`config.mk`:
```
export PLATFORM = sky130hd
export DESIGN_NAME = serial_rx_tagger
export DESIGN_NICKNAME = d
export VERILOG_FILES = /design/src/rtl/srx_pkg.sv /design/src/rtl/srx_framer.sv /design/src/rtl/srx_buffer.sv /design/src/rtl/srx_flags.sv /design/src/rtl/serial_rx_tagger.sv
export SDC_FILE = /design/constraint.sdc
export NUM_CORES = 1
export LEC_CHECK = 0
export BUFFER_PORTS_ARGS = -buffer_cell sky130_fd_sc_hd__buf_2
export CAP_MARGIN = 10
export CELL_PAD_IN_SITES_DETAIL_PLACEMENT = 1
export CELL_PAD_IN_SITES_GLOBAL_PLACEMENT = 1
export CORE_MARGIN = 3
export CORE_UTILIZATION = 40
export DETAILED_ROUTE_END_ITERATION = 6
export PLACE_DENSITY_LB_ADDON = 0.12
export SLEW_MARGIN = 20
export SYNTH_ARGS = -nofsm -noshare
export SYNTH_HDL_FRONTEND = slang
export SYNTH_SLANG_ARGS = --single-unit
```
`constraint.sdc`:
```
create_clock -name clk -period 5.5 [get_ports clk]
set_clock_uncertainty 0.15 [all_clocks]
set_input_delay 1.1 -clock clk [delete_from_list [all_inputs] [get_ports clk]]
set_output_delay 1.1 -clock clk [all_outputs]
set_load 0.02 [all_outputs]
```
`src/rtl/srx_pkg.sv`:
```
package srx_pkg;

    localparam int DATA_MAX = 9;
    localparam int WORD_W   = 16;
    localparam int NFLAG    = 2;
    localparam int FLG_DV   = 0;
    localparam int FLG_OVF  = 1;

    typedef struct packed {
        logic                ferr;
        logic                perr;
        logic [DATA_MAX-1:0] data;
    } rx_char_t;

    typedef struct packed {
        logic [3:0] nbits;
        logic       par_on;
        logic       par_odd;
        logic       half_stop;
    } frame_fmt_t;

    typedef enum logic [2:0] {
        ST_IDLE, ST_START, ST_DATA, ST_PAR, ST_STOP, ST_HOLD
    } rx_state_t;

    function automatic frame_fmt_t decode_frame(input logic [15:0] cfg);
        frame_fmt_t f;
        logic [4:0] raw;
        raw = {1'b0, cfg[3:0]} + 5'd3;
        if (raw < 5'd5)      f.nbits = 4'd5;
        else if (raw > 5'd9) f.nbits = 4'd9;
        else                 f.nbits = raw[3:0];
        f.par_on    = cfg[9];
        f.par_odd   = cfg[8];
        f.half_stop = (cfg[13:12] == 2'b00);
        return f;
    endfunction

    function automatic logic [WORD_W-1:0] pack_word(input rx_char_t c);
        return {c.ferr, c.perr, 1'b0, 4'b0000, c.data};
    endfunction

endpackage

```
`src/rtl/srx_framer.sv`:
```
module srx_framer
    import srx_pkg::*;
#(
    parameter int OSR = 16
) (
    input  logic       clk,
    input  logic       rst,
    input  logic       run,
    input  logic       tick,
    input  logic       rxd,
    input  frame_fmt_t fmt,
    output logic       chr_stb,
    output rx_char_t   chr
);
    localparam int CNT_W = $clog2(OSR);
    localparam logic [CNT_W-1:0] HALF_LIM = CNT_W'(OSR/2 - 1);
    localparam logic [CNT_W-1:0] FULL_LIM = CNT_W'(OSR - 1);
    localparam logic [CNT_W-1:0] HSTP_LIM = CNT_W'((OSR*3)/4 - 1);

    rx_state_t           state;
    logic [CNT_W-1:0]    cnt;
    logic [3:0]          bitn;
    logic [DATA_MAX-1:0] sh;
    logic                pbit;
    logic [DATA_MAX-1:0] aligned;
    logic [3:0]          shamt;
    logic                perr;

    always_comb begin
        shamt   = 4'(DATA_MAX) - fmt.nbits;
        aligned = sh >> shamt;
        perr    = fmt.par_on && ((^aligned ^ pbit) != fmt.par_odd);
    end

    always_ff @(posedge clk) begin
        chr_stb <= 1'b0;
        if (rst || !run) begin
            state <= ST_IDLE;
            cnt   <= '0;
            bitn  <= '0;
            sh    <= '0;
            pbit  <= 1'b0;
            chr   <= '0;
        end else if (tick) begin
            unique case (state)
                ST_IDLE: if (!rxd) begin
                    state <= ST_START;
                    cnt   <= '0;
                end
                ST_START: if (cnt == HALF_LIM) begin
                    state <= rxd ? ST_IDLE : ST_DATA;
                    cnt   <= '0;
                    bitn  <= '0;
                end else cnt <= cnt + 1'b1;
                ST_DATA: if (cnt == FULL_LIM) begin
                    cnt <= '0;
                    sh  <= {rxd, sh[DATA_MAX-1:1]};
                    if (bitn == fmt.nbits - 4'd1)
                        state <= fmt.par_on ? ST_PAR : ST_STOP;
                    else
                        bitn <= bitn + 4'd1;
                end else cnt <= cnt + 1'b1;
                ST_PAR: if (cnt == FULL_LIM) begin
                    cnt   <= '0;
                    pbit  <= rxd;
                    state <= ST_STOP;
                end else cnt <= cnt + 1'b1;
                ST_STOP: if (cnt == (fmt.half_stop ? HSTP_LIM : FULL_LIM)) begin
                    cnt      <= '0;
                    chr_stb  <= 1'b1;
                    chr.data <= aligned;
                    chr.perr <= perr;
                    chr.ferr <= !rxd;
                    state    <= rxd ? ST_IDLE : ST_HOLD;
                end else cnt <= cnt + 1'b1;
                ST_HOLD: if (rxd) state <= ST_IDLE;
                default: state <= ST_IDLE;
            endcase
        end
    end
endmodule

```
`src/rtl/srx_buffer.sv`:
```
module srx_buffer
    import srx_pkg::*;
#(
    parameter int DEPTH = 2
) (
    input  logic                     clk,
    input  logic                     rst,
    input  logic                     push,
    input  rx_char_t                 din,
    input  logic                     pop,
    output rx_char_t                 head,
    output logic [$clog2(DEPTH+1)-1:0] fill,
    output logic                     stored,
    output logic                     lost
);
    localparam int PTR_W  = (DEPTH > 1) ? $clog2(DEPTH) : 1;
    localparam int FILL_W = $clog2(DEPTH+1);

    rx_char_t         mem [DEPTH];
    logic [PTR_W-1:0] wr_ptr, rd_ptr;
    logic             do_pop, full;

    always_comb begin
        full   = (fill == FILL_W'(DEPTH));
        do_pop = pop && (fill != '0);
        stored = push && (!full || do_pop);
        lost   = push && !stored;
        head   = mem[rd_ptr];
    end

    always_ff @(posedge clk) begin
        if (rst) begin
            wr_ptr <= '0;
            rd_ptr <= '0;
            fill   <= '0;
        end else begin
            if (stored)
                wr_ptr <= (wr_ptr == PTR_W'(DEPTH-1)) ? '0 : wr_ptr + 1'b1;
            if (do_pop)
                rd_ptr <= (rd_ptr == PTR_W'(DEPTH-1)) ? '0 : rd_ptr + 1'b1;
            if (stored && !do_pop)      fill <= fill + 1'b1;
            else if (do_pop && !stored) fill <= fill - 1'b1;
        end
    end

    for (genvar i = 0; i < DEPTH; i++) begin : g_slot
        always_ff @(posedge clk) begin
            if (rst)
                mem[i] <= '0;
            else if (stored && wr_ptr == PTR_W'(i))
                mem[i] <= din;
        end
    end
endmodule

```
`src/rtl/srx_flags.sv`:
```
module srx_flags
    import srx_pkg::*;
(
    input  logic             clk,
    input  logic             rst,
    input  logic [NFLAG-1:0] evt,
    input  logic [NFLAG-1:0] set,
    input  logic [NFLAG-1:0] clr,
    input  logic [NFLAG-1:0] en,
    output logic [NFLAG-1:0] flags,
    output logic             irq
);
    for (genvar i = 0; i < NFLAG; i++) begin : g_flag
        always_ff @(posedge clk) begin
            if (rst)                   flags[i] <= 1'b0;
            else if (evt[i] || set[i]) flags[i] <= 1'b1;
            else if (clr[i])           flags[i] <= 1'b0;
        end
    end

    assign irq = |(flags & en);
endmodule

```
`src/rtl/serial_rx_tagger.sv`:
```
module serial_rx_tagger
    import srx_pkg::*;
#(
    parameter int OSR   = 16,
    parameter int DEPTH = 2
) (
    input  logic                     clk,
    input  logic                     rst,
    input  logic                     os_tick,
    input  logic                     rxd,
    input  logic [15:0]              frame_cfg,
    input  logic                     cmd_rx_on,
    input  logic                     cmd_rx_off,
    input  logic                     rd_pop,
    output logic [WORD_W-1:0]        rx_word,
    output logic                     rx_valid,
    input  logic [NFLAG-1:0]         flag_set,
    input  logic [NFLAG-1:0]         flag_clr,
    input  logic [NFLAG-1:0]         flag_en,
    output logic [NFLAG-1:0]         flags,
    output logic                     irq
);
    localparam int FILL_W = $clog2(DEPTH+1);

    logic              rx_on;
    logic              run;
    logic              chr_stb;
    rx_char_t          chr, head;
    logic [FILL_W-1:0] fill_cnt;
    logic              stored, lost;
    logic [NFLAG-1:0]  evt;

    always_ff @(posedge clk) begin
        if (rst)             rx_on <= 1'b0;
        else if (cmd_rx_off) rx_on <= 1'b0;
        else if (cmd_rx_on)  rx_on <= 1'b1;
    end

    assign run = rx_on && !cmd_rx_off;

    srx_framer #(.OSR(OSR)) u_framer (
        .clk(clk), .rst(rst), .run(run), .tick(os_tick), .rxd(rxd),
        .fmt(decode_frame(frame_cfg)), .chr_stb(chr_stb), .chr(chr)
    );

    srx_buffer #(.DEPTH(DEPTH)) u_buf (
        .clk(clk), .rst(rst), .push(chr_stb), .din(chr), .pop(rd_pop),
        .head(head), .fill(fill_cnt), .stored(stored), .lost(lost)
    );

    always_comb begin
        evt          = '0;
        evt[FLG_DV]  = stored;
        evt[FLG_OVF] = lost;
    end

    srx_flags u_flags (
        .clk(clk), .rst(rst), .evt(evt), .set(flag_set), .clr(flag_clr),
        .en(flag_en), .flags(flags), .irq(irq)
    );

    assign rx_valid = (fill_cnt != '0);
    assign rx_word  = rx_valid ? pack_word(head) : '0;
endmodule

```
==> results of run 1 <==
## routing by layer
| metal | GRT usage, % | vias up | share of wire [%] |
|---|---|---|---|
| met1 | 22.50 | 1554 | 45 |
| met5 | 0 | - | 0 |
| met4 | 5.698 | 0 | 1.9 |
| met2 | 30.14 | 43 | 50 |
| met3 | 3.364 | 13 | 2.8 |
| li1 | - | 1590 | - |
## flip-flops by register name, indices dropped and copies added (netlist names), 2 cells and up, named ones only
register        cells
u_framer.sh         9
u_framer.bitn       4
u_buf.mem          22
u_framer.cnt        4
u_framer.state      3
u_buf.fill          2
u_flags.flags       2
u_framer.chr       11
## area by class of cell
type	instances	share of cell area, %
Tap cell	129	3.770
Inverter	16	1.403
Sequential cell	63	34.60
Clock buffer	9	2.893
Timing Repair Buffer	44	5.669
Clock inverter	7	1.695
Multi-Input combinational cell	322	49.97
## path summary, 6_finish.rpt
check | from | endpoint | slack (ns) | depth (start not counted)
max | frame_cfg[1] | u_framer.chr[9] | 0.43 | 17
min | u_framer.chr[9] | u_framer.chr[9] | 0.32 | 2
max reg2reg | u_framer.state[0] | u_framer.bitn[3] | 2.69 | 9
min reg2reg | u_framer.chr[9] | u_framer.chr[9] | 0.32 | 2
## power by group through the flow
stage | logic [mW] | clock network [mW] | registers (mW)
2_1_floorplan | 0.111 | 0 | 0.504
3_3_place_gp | 0.144 | 0 | 0.504
3_5_place_dp | 0.147 | 0 | 0.505
4_1_cts | 0.148 | 0.415 | 0.494
5_1_grt | 0.162 | 0.431 | 0.495
6_report | 0.146 | 0.402 | 0.494
## tightest hold or removal path, stage by stage (launching register included)
cell and delay (ns):
dfxtp_1 0.32, nand3_1 0.06, nand2_1 0.05
## logic make-up after synthesis
group / Yosys count / share of synthesized area, %
simple gates: 168 / 21.95
compound gates: 95 / 19.07
flops: 63 / 38.73
buf+inv: 48 / 5.725
mux: 31 / 8.113
xor+xnor: 16 / 4.024
fa+ha+maj: 7 / 2.290
other cells: 1 / 0.09804
## placed cells by master, fill, tap and decap left out, types with 8 or more instances in the layout
master	synthesis	final
nor2_1	69	69
dfxtp_1	41	41
buf_2	4	35
mux2i_1	31	31
and2_1	24	24
edfxtp_1	22	22
a21oi_1	19	19
nand2_1	18	18
inv_1	16	16
nand3_1	15	15
o21ai_0	11	11
clkbuf_8	0	9
buf_4	5	9
xor2_1	8	8
nor3_1	8	8
==> results.md, run 1 <==
- Status: completed
- Flops & latches, synth: 63
- Routed Antenna Nets: 0
- Synth top area share: 21.46%
- DIE WIDTH: 103.8 um
- Synth area leader: dfxtp_1
- Seq pwr share: 47.4%
- Ys Warns: 0
- Clock sink count: 63
- Synth unique cells: 72
- Post-Syn Area: 3825 um2
- Slew headroom: 33.85%
- RSZ-0062 raised after global routing: false
- Register area share after synthesis: 38.73%
- Grt total ovfl: 0
- PortBufs: 35
- CTS tree: done
- Crit path buffers/inverters: 3
- Worst-skew pair later-pin latency: 0.33 ns
- Syn Inst Count: 429
- Combinational fraction of design power: 14.0%
- Chip Height: 103.8 um
- HPWL after DPL: 6.965 mm
- RD Place Congestion: 0.8822
- VDD IR max: 0.0001224 V
- Layout Utilization: 46.12%
- Setup ws final: 0.4258 ns
- Number of global-route vias before repair: 3236
- Critical path endpoint category: register
- Tot Pwr: 1.042 mW
- Setup CP Type: primary input to register
- DRC errors left: 0
- FFs w/ async S/R, synth: 0%
- Setup total negative slack: 0 ns
- Cts bufs inserted: 9
- Fmax: 0.1971 GHz
- Placed cell count: 574
- Synth-to-layout area growth: 11.94%
- Global-route wire length before repair: 15.76 mm
- Setup bufs post-CTS: 0
- Drt first pass iters: 4
- Leak pwr: 1.669 nW
- Fraction of layout cells with a size suffix above 1: 15.40%
- Net switching power: 281.6 uW
- Worst slack, placed: 0.1228 ns
- Max Root-Sink Buffers: 2
- I/O Pins: 49
- Final #Nets: 492
- Clock power share: 38.6%
- CP startpoint kind: primary input
- Final setup fails: 0
- P per Cell Area: 243.2 nW/um2
- WL/cell: 15.64 um
- Num rows: 35
- Max-Cap Viols: 0
- CP Data Arrival Time: 5.14 ns
- Synth Flop Type: dfxtp_1
- Filler cell count: 1132
- Dpl cell area: 4085 um2
- Most frequent cell after synthesis: nor2_1
- Post-synth EDFFs: 22
- WHS: 0.3248 ns
- DR vias: 3200
- Internal: 759.9 uW
- Clk root buf: clkbuf_8
- Design area: 4282 um2
- Slowest cell delay on critical path: 0.51 ns
- Synthesized area per cell: 8.916 um2
- Final hold violations: 0
- Antenna cells: 0
- # resized after CTS: 0
- Footprint of the multi-input gates: 2140 um2
- Pins Over Slew Limit: 0
- Synth top area cells: dfxtp_1 (21%), edfxtp_1 (17%), mux2i_1 (8.1%)
- Net Sw Frac: 27.04%
- GRT Total Usage: 17.64%
- Period minus WS final: 5.074 ns
- Period utilisation layout: 92.26%
- Final wirelength: 9.227 mm
- Core Area: 9284 um2
- Cells along the critical path: buf_2, inv_1, ha_1, or3b_4, a221o_1, a31oi_1, inv_1, ha_1, nand2b_1, a21boi_1, or3_1, a2111o_1, a211oi_1, o211ai_1, and3b_1, mux2i_1, nand2_1
- Starting Density: 41.20%
- FF+latch area: 1481 um2
- Initial antenna violation count: 0
- CP top delay family: compound AO/OA/AOI/OAI gates
- Die area: 10770 um2
- Slowest stage cell on the critical path: or3_1
- Data required time at the worst endpoint: 5.57 ns
- CP Max Fanout: 6
- DRT iter0 DRCs: 155
- Vias per Instance: 5.424
- Largest net degree at the start of global routing: 27
- Worst slew pin tran: 0.9902 ns
- H-tree depth: 3
- Clock Pin Slew Worst Setup and Hold Paths: 0.07 ns
- Tightest Hold Check Type: register to register
- Commonest cells post-synth: nor2_1 (69), dfxtp_1 (41), mux2i_1 (31)
- Non-Filler Instances: 590
- Post-cts hold buffer count: 0
Power figures use the tool's default switching activity.
==> inputs of run 2 (changes only) <==
Settings changed: GPL_TIMING_DRIVEN set to 0, PLACE_DENSITY set to 0.79, PLACE_DENSITY_LB_ADDON 0.12 to unset.
==> results.md, run 2 (synthesis results as in run 1) <==
- I/O Pins: 49 (unchanged)
- Max-Cap Viols: 0 (unchanged)
- Setup ws final: 0.2080 ns (-0.2178 ns)
- Largest net degree at the start of global routing: 13 (-52%)
- Cts bufs inserted: 9 (unchanged)
- DIE WIDTH: 103.8 um (unchanged)
- DRT iter0 DRCs: 112 (-28%)
- Internal: 794.6 uW (+4.6%)
- GRT Total Usage: 19.37% (+1.7 points)
- Worst slack, placed: -0.9922 ns (-1.115 ns)
- CP Max Fanout: 11 (+5)
- Max reg flops: 22 (unchanged)
- Status: completed
- Final #Nets: 513 (+4.3%)
- Core Area: 9284 um2 (unchanged)
- PortBufs: 34 (-2.9%)
- Chip Height: 103.8 um (unchanged)
- P per Cell Area: 242.8 nW/um2 (-0.19%)
- Dpl cell area: 4173 um2 (+2.1%)
- Antenna cells: 0 (unchanged)
- Leak pwr: 1.733 nW (+3.8%)
- Final wirelength: 10.18 mm (+10%)
- Largest registers in the final layout: u_buf.mem x22, u_framer.chr x11, u_framer.sh x9
- Fmax: 0.1890 GHz (-4.1%)
- Worst slew pin tran: 0.8397 ns (-0.1505 ns)
- Die area: 10770 um2 (unchanged)
- Starting Density: 41.20% (unchanged)
- Critical path endpoint category: register
- Data required time at the worst endpoint: 5.58 ns (about the same)
- DRC errors left: 0 (unchanged)
- Number of global-route vias before repair: 3426 (+5.9%)
- Global-route wire length before repair: 17.14 mm (+8.8%)
- H-tree depth: 3 (unchanged)
- Max Root-Sink Buffers: 2 (unchanged)
- R2R Path Start: u_framer.cnt[0]
- Final setup fails: 0 (unchanged)
- VDD IR max: 0.0001356 V (+11%)
- WHS: 0.3335 ns (+0.008684 ns)
- Seq pwr share: 45.4% (-2.0 points)
- Design area: 4477 um2 (+4.6%)
- Clock Pin Slew Worst Setup and Hold Paths: 0.08 ns (about the same)
- HPWL after DPL: 7.509 mm (+7.8%)
- Commonest non-fill, non-tap cells in the layout: nor2_1 (69), dfxtp_1 (41), buf_2 (36)
- CP Data Arrival Time: 5.37 ns (+0.23 ns)
- Clock sink count: 63 (unchanged)
- R2R depth: 8 (-1)
- Routed Antenna Nets: 0 (unchanged)
- Clk root buf: clkbuf_8
- Period utilisation layout: 96.22% (+4.0 points)
- Initial antenna violation count: 0 (unchanged)
- Combinational fraction of design power: 15.0% (+1.0 points)
- Num rows: 35 (unchanged)
- Fraction of layout cells with a size suffix above 1: 17.43% (+2.0 points)
- Net Sw Frac: 26.89% (-0.15 points)
- CP startpoint kind: primary input
- Setup crit start: frame_cfg[0]
- Vias per Instance: 5.439 (+0.27%)
- DR vias: 3323 (+3.8%)
- CTS tree: done
- Synth-to-layout area growth: 17.04%
- Pins Over Slew Limit: 0 (unchanged)
- Period minus WS final: 5.292 ns (+0.2178 ns)
- RD Place Congestion: 0.8598 (-2.5%)
- RSZ-0062 raised after global routing: false
- Net switching power: 292.3 uW (+3.8%)
- Drt first pass iters: 5 (+1)
- Hold path startpoint: u_framer.chr[4]
- Setup CP Type: primary input to register
- Most common cell after layout, fill and taps aside: nor2_1
- Worst hold stages: 2 (unchanged)
- Tightest Hold Check Type: register to register
- Clock power share: 39.5% (+0.9 points)
- Final hold violations: 0 (unchanged)
- Post-cts hold buffer count: 0 (unchanged)
- Worst-skew pair later-pin latency: 0.34 ns (about the same)
- Slew headroom: 42.57% (+8.7 points)
- Filler cell count: 1126 (-0.53%)
- Register with the most flip-flops: u_buf.mem
- WL/cell: 16.67 um (+6.6%)
- Grt total ovfl: 0 (unchanged)
[run 2: layer usage]
| layer | vias to the layer above | global-route usage (%) | share of wire [%] |
|---|---|---|---|
| met5 | - | 0 | 0 |
| met4 | 0 | 4.938 | 1.6 |
| met3 | 18 | 3.676 | 2.6 |
| met2 | 51 | 34.72 | 51 |
| met1 | 1619 | 23.90 | 45 |
| li1 | 1635 | - | - |
[run 2: per-stage QoR]
stage,power [mW],util (%),setup TNS [ns],std cells
after CTS,1.090,47.68,0,611
after detailed placement,0.6549,44.95,-3.126,596
final,1.087,48.22,0,611
after global routing,1.138,48.22,0,611
after floorplan,0.6154,-,0,433
after global placement,0.6485,44.95,-1.422,596
[run 2: worst max-delay path, stage by stage]
cell	delay, ns
clkbuf_4	0.20
buf_6	0.17
inv_1	0.11
ha_1	0.30
buf_2	0.19
and2_1	0.22
or3_4	0.45
a31oi_4	0.20
inv_1	0.12
ha_1	0.31
buf_2	0.19
or3_4	0.46
a2111o_1	0.38
a211oi_1	0.33
o211ai_1	0.15
and3b_1	0.20
mux2i_1	0.18
nand2_1	0.09
[run 2: timing repair]
action / CTS / global route
pin swaps: 2 / 1
gates resized for setup: 8 / 7
setup endpoints to repair: 2 / 1
buffers inserted: 1 / 1
[run 2: layout make-up]
cell class                 count  area [um2]  area share [%]
multi-input combinational    322        2216           49.50
sequential                    63        1481           33.09
timing repair buffer          36       187.7           4.192
tap                          129       161.4           3.605
buffer                        29       153.9           3.438
clock buffer                  10       148.9           3.326
clock inverter                 6       67.56           1.509
inverter                      16       60.06           1.342
[run 2: power groups by stage]
| stage | combinational, mW | clock, mW | sequential (mW) |
|---|---|---|---|
| finish | 0.163 | 0.430 | 0.494 |
| detailed placement | 0.150 | 0 | 0.505 |
| CTS | 0.156 | 0.440 | 0.494 |
| floorplan | 0.111 | 0 | 0.504 |
| global placement | 0.145 | 0 | 0.503 |
| global route | 0.178 | 0.466 | 0.495 |
[run 2: path summary, 6_finish.rpt]
| path | endpoint | slack [ns] |
|---|---|---|
| max | u_framer.chr[9] | 0.21 |
| min | u_framer.chr[4] | 0.33 |
| max reg2reg | u_framer.sh[8] | 2.63 |
| min reg2reg | u_framer.chr[4] | 0.33 |
==> inputs of run 3 (changes only) <==
Settings changed: ABC_AREA set to 1, CORE_UTILIZATION 40 to 37, PLACE_DENSITY 0.79 to 0.78.
==> results.md, run 3 <==
- Global-route wire length before repair: 15.13 mm (-12%)
- Data required time at the worst endpoint: 5.63 ns (+0.05 ns)
- Register with the most flip-flops: u_buf.mem
- Setup total negative slack: 0 ns (unchanged)
- Synth-to-layout area growth: 15.47%
- Synth top area cells: dfxtp_1 (23%), edfxtp_1 (18%), nand2_1 (12%)
- CTS tree: done
- Final wirelength: 8.630 mm (-15%)
- Starting Density: 38.42% (-2.8 points)
- WL/cell: 12.47 um (-25%)
- HPWL after DPL: 6.826 mm (-9.1%)
- DIE WIDTH: 104.4 um (+0.60%)
- Post-cts hold buffer count: 0 (unchanged)
- Pins Over Slew Limit: 0 (unchanged)
- Worst-skew pair later-pin latency: 0.34 ns (about the same)
- CP Max Fanout: 11 (unchanged)
- I/O Pins: 49 (unchanged)
- Number of global-route vias before repair: 3333 (-2.7%)
- Final hold violations: 0 (unchanged)
- Max Root-Sink Buffers: 2 (unchanged)
- FF+latch area: 1481 um2 (unchanged)
- Commonest cells post-synth: nand2_1 (113), inv_1 (79), a21oi_1 (49), nor2_1 (49), nand3_1 (42)
- DR vias: 3324 (+0.030%)
- Dpl cell area: 3943 um2 (-5.5%)
- Commonest non-fill, non-tap cells in the layout: nand2_1 (113), inv_1 (79), nor2_1 (49), a21oi_1 (49), nand3_1 (42)
- Clk root buf: clkbuf_8
- Clock sink count: 63 (unchanged)
- Period utilisation layout: 73.68% (-23 points)
- Synth unique cells: 34 (-53%)
- Vias per Instance: 4.803 (-12%)
- FFs w/ async S/R, synth: 0% (unchanged)
- Register area share after synthesis: 41.34% (+2.6 points)
- Chip Height: 104.4 um (+0.60%)
- H-tree depth: 3 (unchanged)
- Core Area: 9328 um2 (+0.47%)
- Flops & latches, synth: 63 (unchanged)
- Fmax: 0.2468 GHz (+31%)
- Cts bufs inserted: 9 (unchanged)
- Routed Antenna Nets: 0 (unchanged)
- Fraction of layout cells with a size suffix above 1: 13.14% (-4.3 points)
- Post-Syn Area: 3583 um2 (-6.3%)
- Setup CP Type: primary input to register
- Final setup fails: 0 (unchanged)
- Setup bufs post-CTS: 0 (-1)
- Status: completed
- Final #Nets: 594 (+16%)
- Syn Inst Count: 507 (+18%)
- Leak pwr: 1.815 nW (+4.7%)
- Footprint of the multi-input gates: 1712 um2 (-23%)
- Largest registers in the final layout: u_buf.mem x22, u_framer.chr x11, u_framer.sh x9
- Grt total ovfl: 0 (unchanged)
- Design area: 4138 um2 (-7.6%)
- Die area: 10900 um2 (+1.2%)
- CP startpoint kind: primary input
- PortBufs: 35 (+2.9%)
- Most common cell after layout, fill and taps aside: nand2_1
- Critical path endpoint category: register
- CP Data Arrival Time: 4.18 ns (-1.19 ns)
- Synth area leader: dfxtp_1
- Synthesized area per cell: 7.068 um2 (-21%)
- P per Cell Area: 278.3 nW/um2 (+15%)
- Synth Flop Type: dfxtp_1
- Post-synth EDFFs: 22 (unchanged)
- Period minus WS final: 4.053 ns (-1.239 ns)
- Ys Warns: 0 (unchanged)
- Synth top area share: 22.91% (+1.4 points)
- Most frequent cell after synthesis: nand2_1
- Clock Pin Slew Worst Setup and Hold Paths: 0.08 ns (about the same)
- RSZ-0062 raised after global routing: false
- GRT Total Usage: 16.57% (-2.8 points)
- # resized after CTS: 0 (-8)
- Antenna cells: 0 (unchanged)
- Filler cell count: 1222 (+8.5%)
- DRC errors left: 0 (unchanged)
- Initial antenna violation count: 0 (unchanged)
- Tightest Hold Check Type: register to register
- Max-Cap Viols: 0 (unchanged)
- Worst slew pin tran: 0.9062 ns (+0.06643 ns)
- Drt first pass iters: 4 (-1)
- RD Place Congestion: 0.8560 (-0.44%)
- Layout Utilization: 44.36% (-3.9 points)
- Slew headroom: 39.18% (-3.4 points)
- Largest net degree at the start of global routing: 13 (unchanged)
- DRT iter0 DRCs: 130 (+16%)
- Max reg flops: 22 (unchanged)
- VDD IR max: 0.00009161 V (-32%)
- Num rows: 35 (unchanged)
-- run 3: critical path: stages --
cell and delay, ns:
buf_2 0.15, inv_2 0.07, ha_1 0.31, nand2_1 0.09, clkinv_1 0.06, nand2_1 0.06
nand2_1 0.06, nand2_2 0.10, nand3_2 0.12, buf_2 0.21, ha_1 0.37, inv_1 0.17
nand2_1 0.10, inv_1 0.21, nand3_1 0.15, nand2_1 0.11, nand3_1 0.10, nand2_1 0.08
nand2_1 0.05, nand2_1 0.09, inv_1 0.05, nand2_1 0.08, nand2_1 0.06, nand2_1 0.05
nand3_1 0.06, a21oi_1 0.11
-- run 3: stage by stage --
step                power, mW  hold WS, ns  instances  setup slack (ns)
global placement       0.7496       0.2877        675             1.212
finish                  1.152       0.3100        692             1.447
detailed placement     0.7590       0.3001        676             1.107
floorplan              0.6932       0.2755        511             1.769
CTS                     1.164       0.3111        692             1.451
global route            1.223       0.3361        692             1.028
-- run 3: final timing paths --
kind	to	startpoint	slack, ns	cells after the start
min	u_framer.sh[0]	u_framer.sh[0]	0.31	2
max reg2reg	u_framer.chr[7]	u_framer.cnt[0]	3.32	8
max	u_framer.chr[9]	frame_cfg[0]	1.45	26
min reg2reg	u_framer.sh[0]	u_framer.sh[0]	0.31	2
-- run 3: cell families after synthesis --
family	after synthesis	synth area share [%]
other	1	0.1046
buffers and inverters	100	11.31
AOI/OAI and AO/OA	92	13.62
DFF	63	41.34
and+or+nand+nor	236	29.23
xor gates and xnor gates	8	1.955
adders and majority gates	7	2.444
-- run 3: cell type report --
class                           count  share of cell area, %
Clock inverter                      7                  1.724
Tap cell                          129                  3.901
Timing Repair Buffer               36                  4.415
Clock buffer                        9                  2.994
Sequential cell                    63                  35.80
Buffer                             19                  2.449
Inverter                           81                  7.348
Multi-Input combinational cell    348                  41.37
-- run 3: per-layer routing --
layer	global-route usage (%)	wire length, um	vias up
met1	20.93	3982	1548
met4	3.419	76	0
met3	3.786	233	7
met2	28.87	4338	31
met5	0	0	-
li1	-	-	1738
-- run 3: power by group --
group	total (mW)	switching, mW	internal, mW
Clock	0.404	0.195	0.209
Combinational	0.247	0.167	0.0804
Sequential	0.500	0.00648	0.494
Total	1.15	0.368	0.783
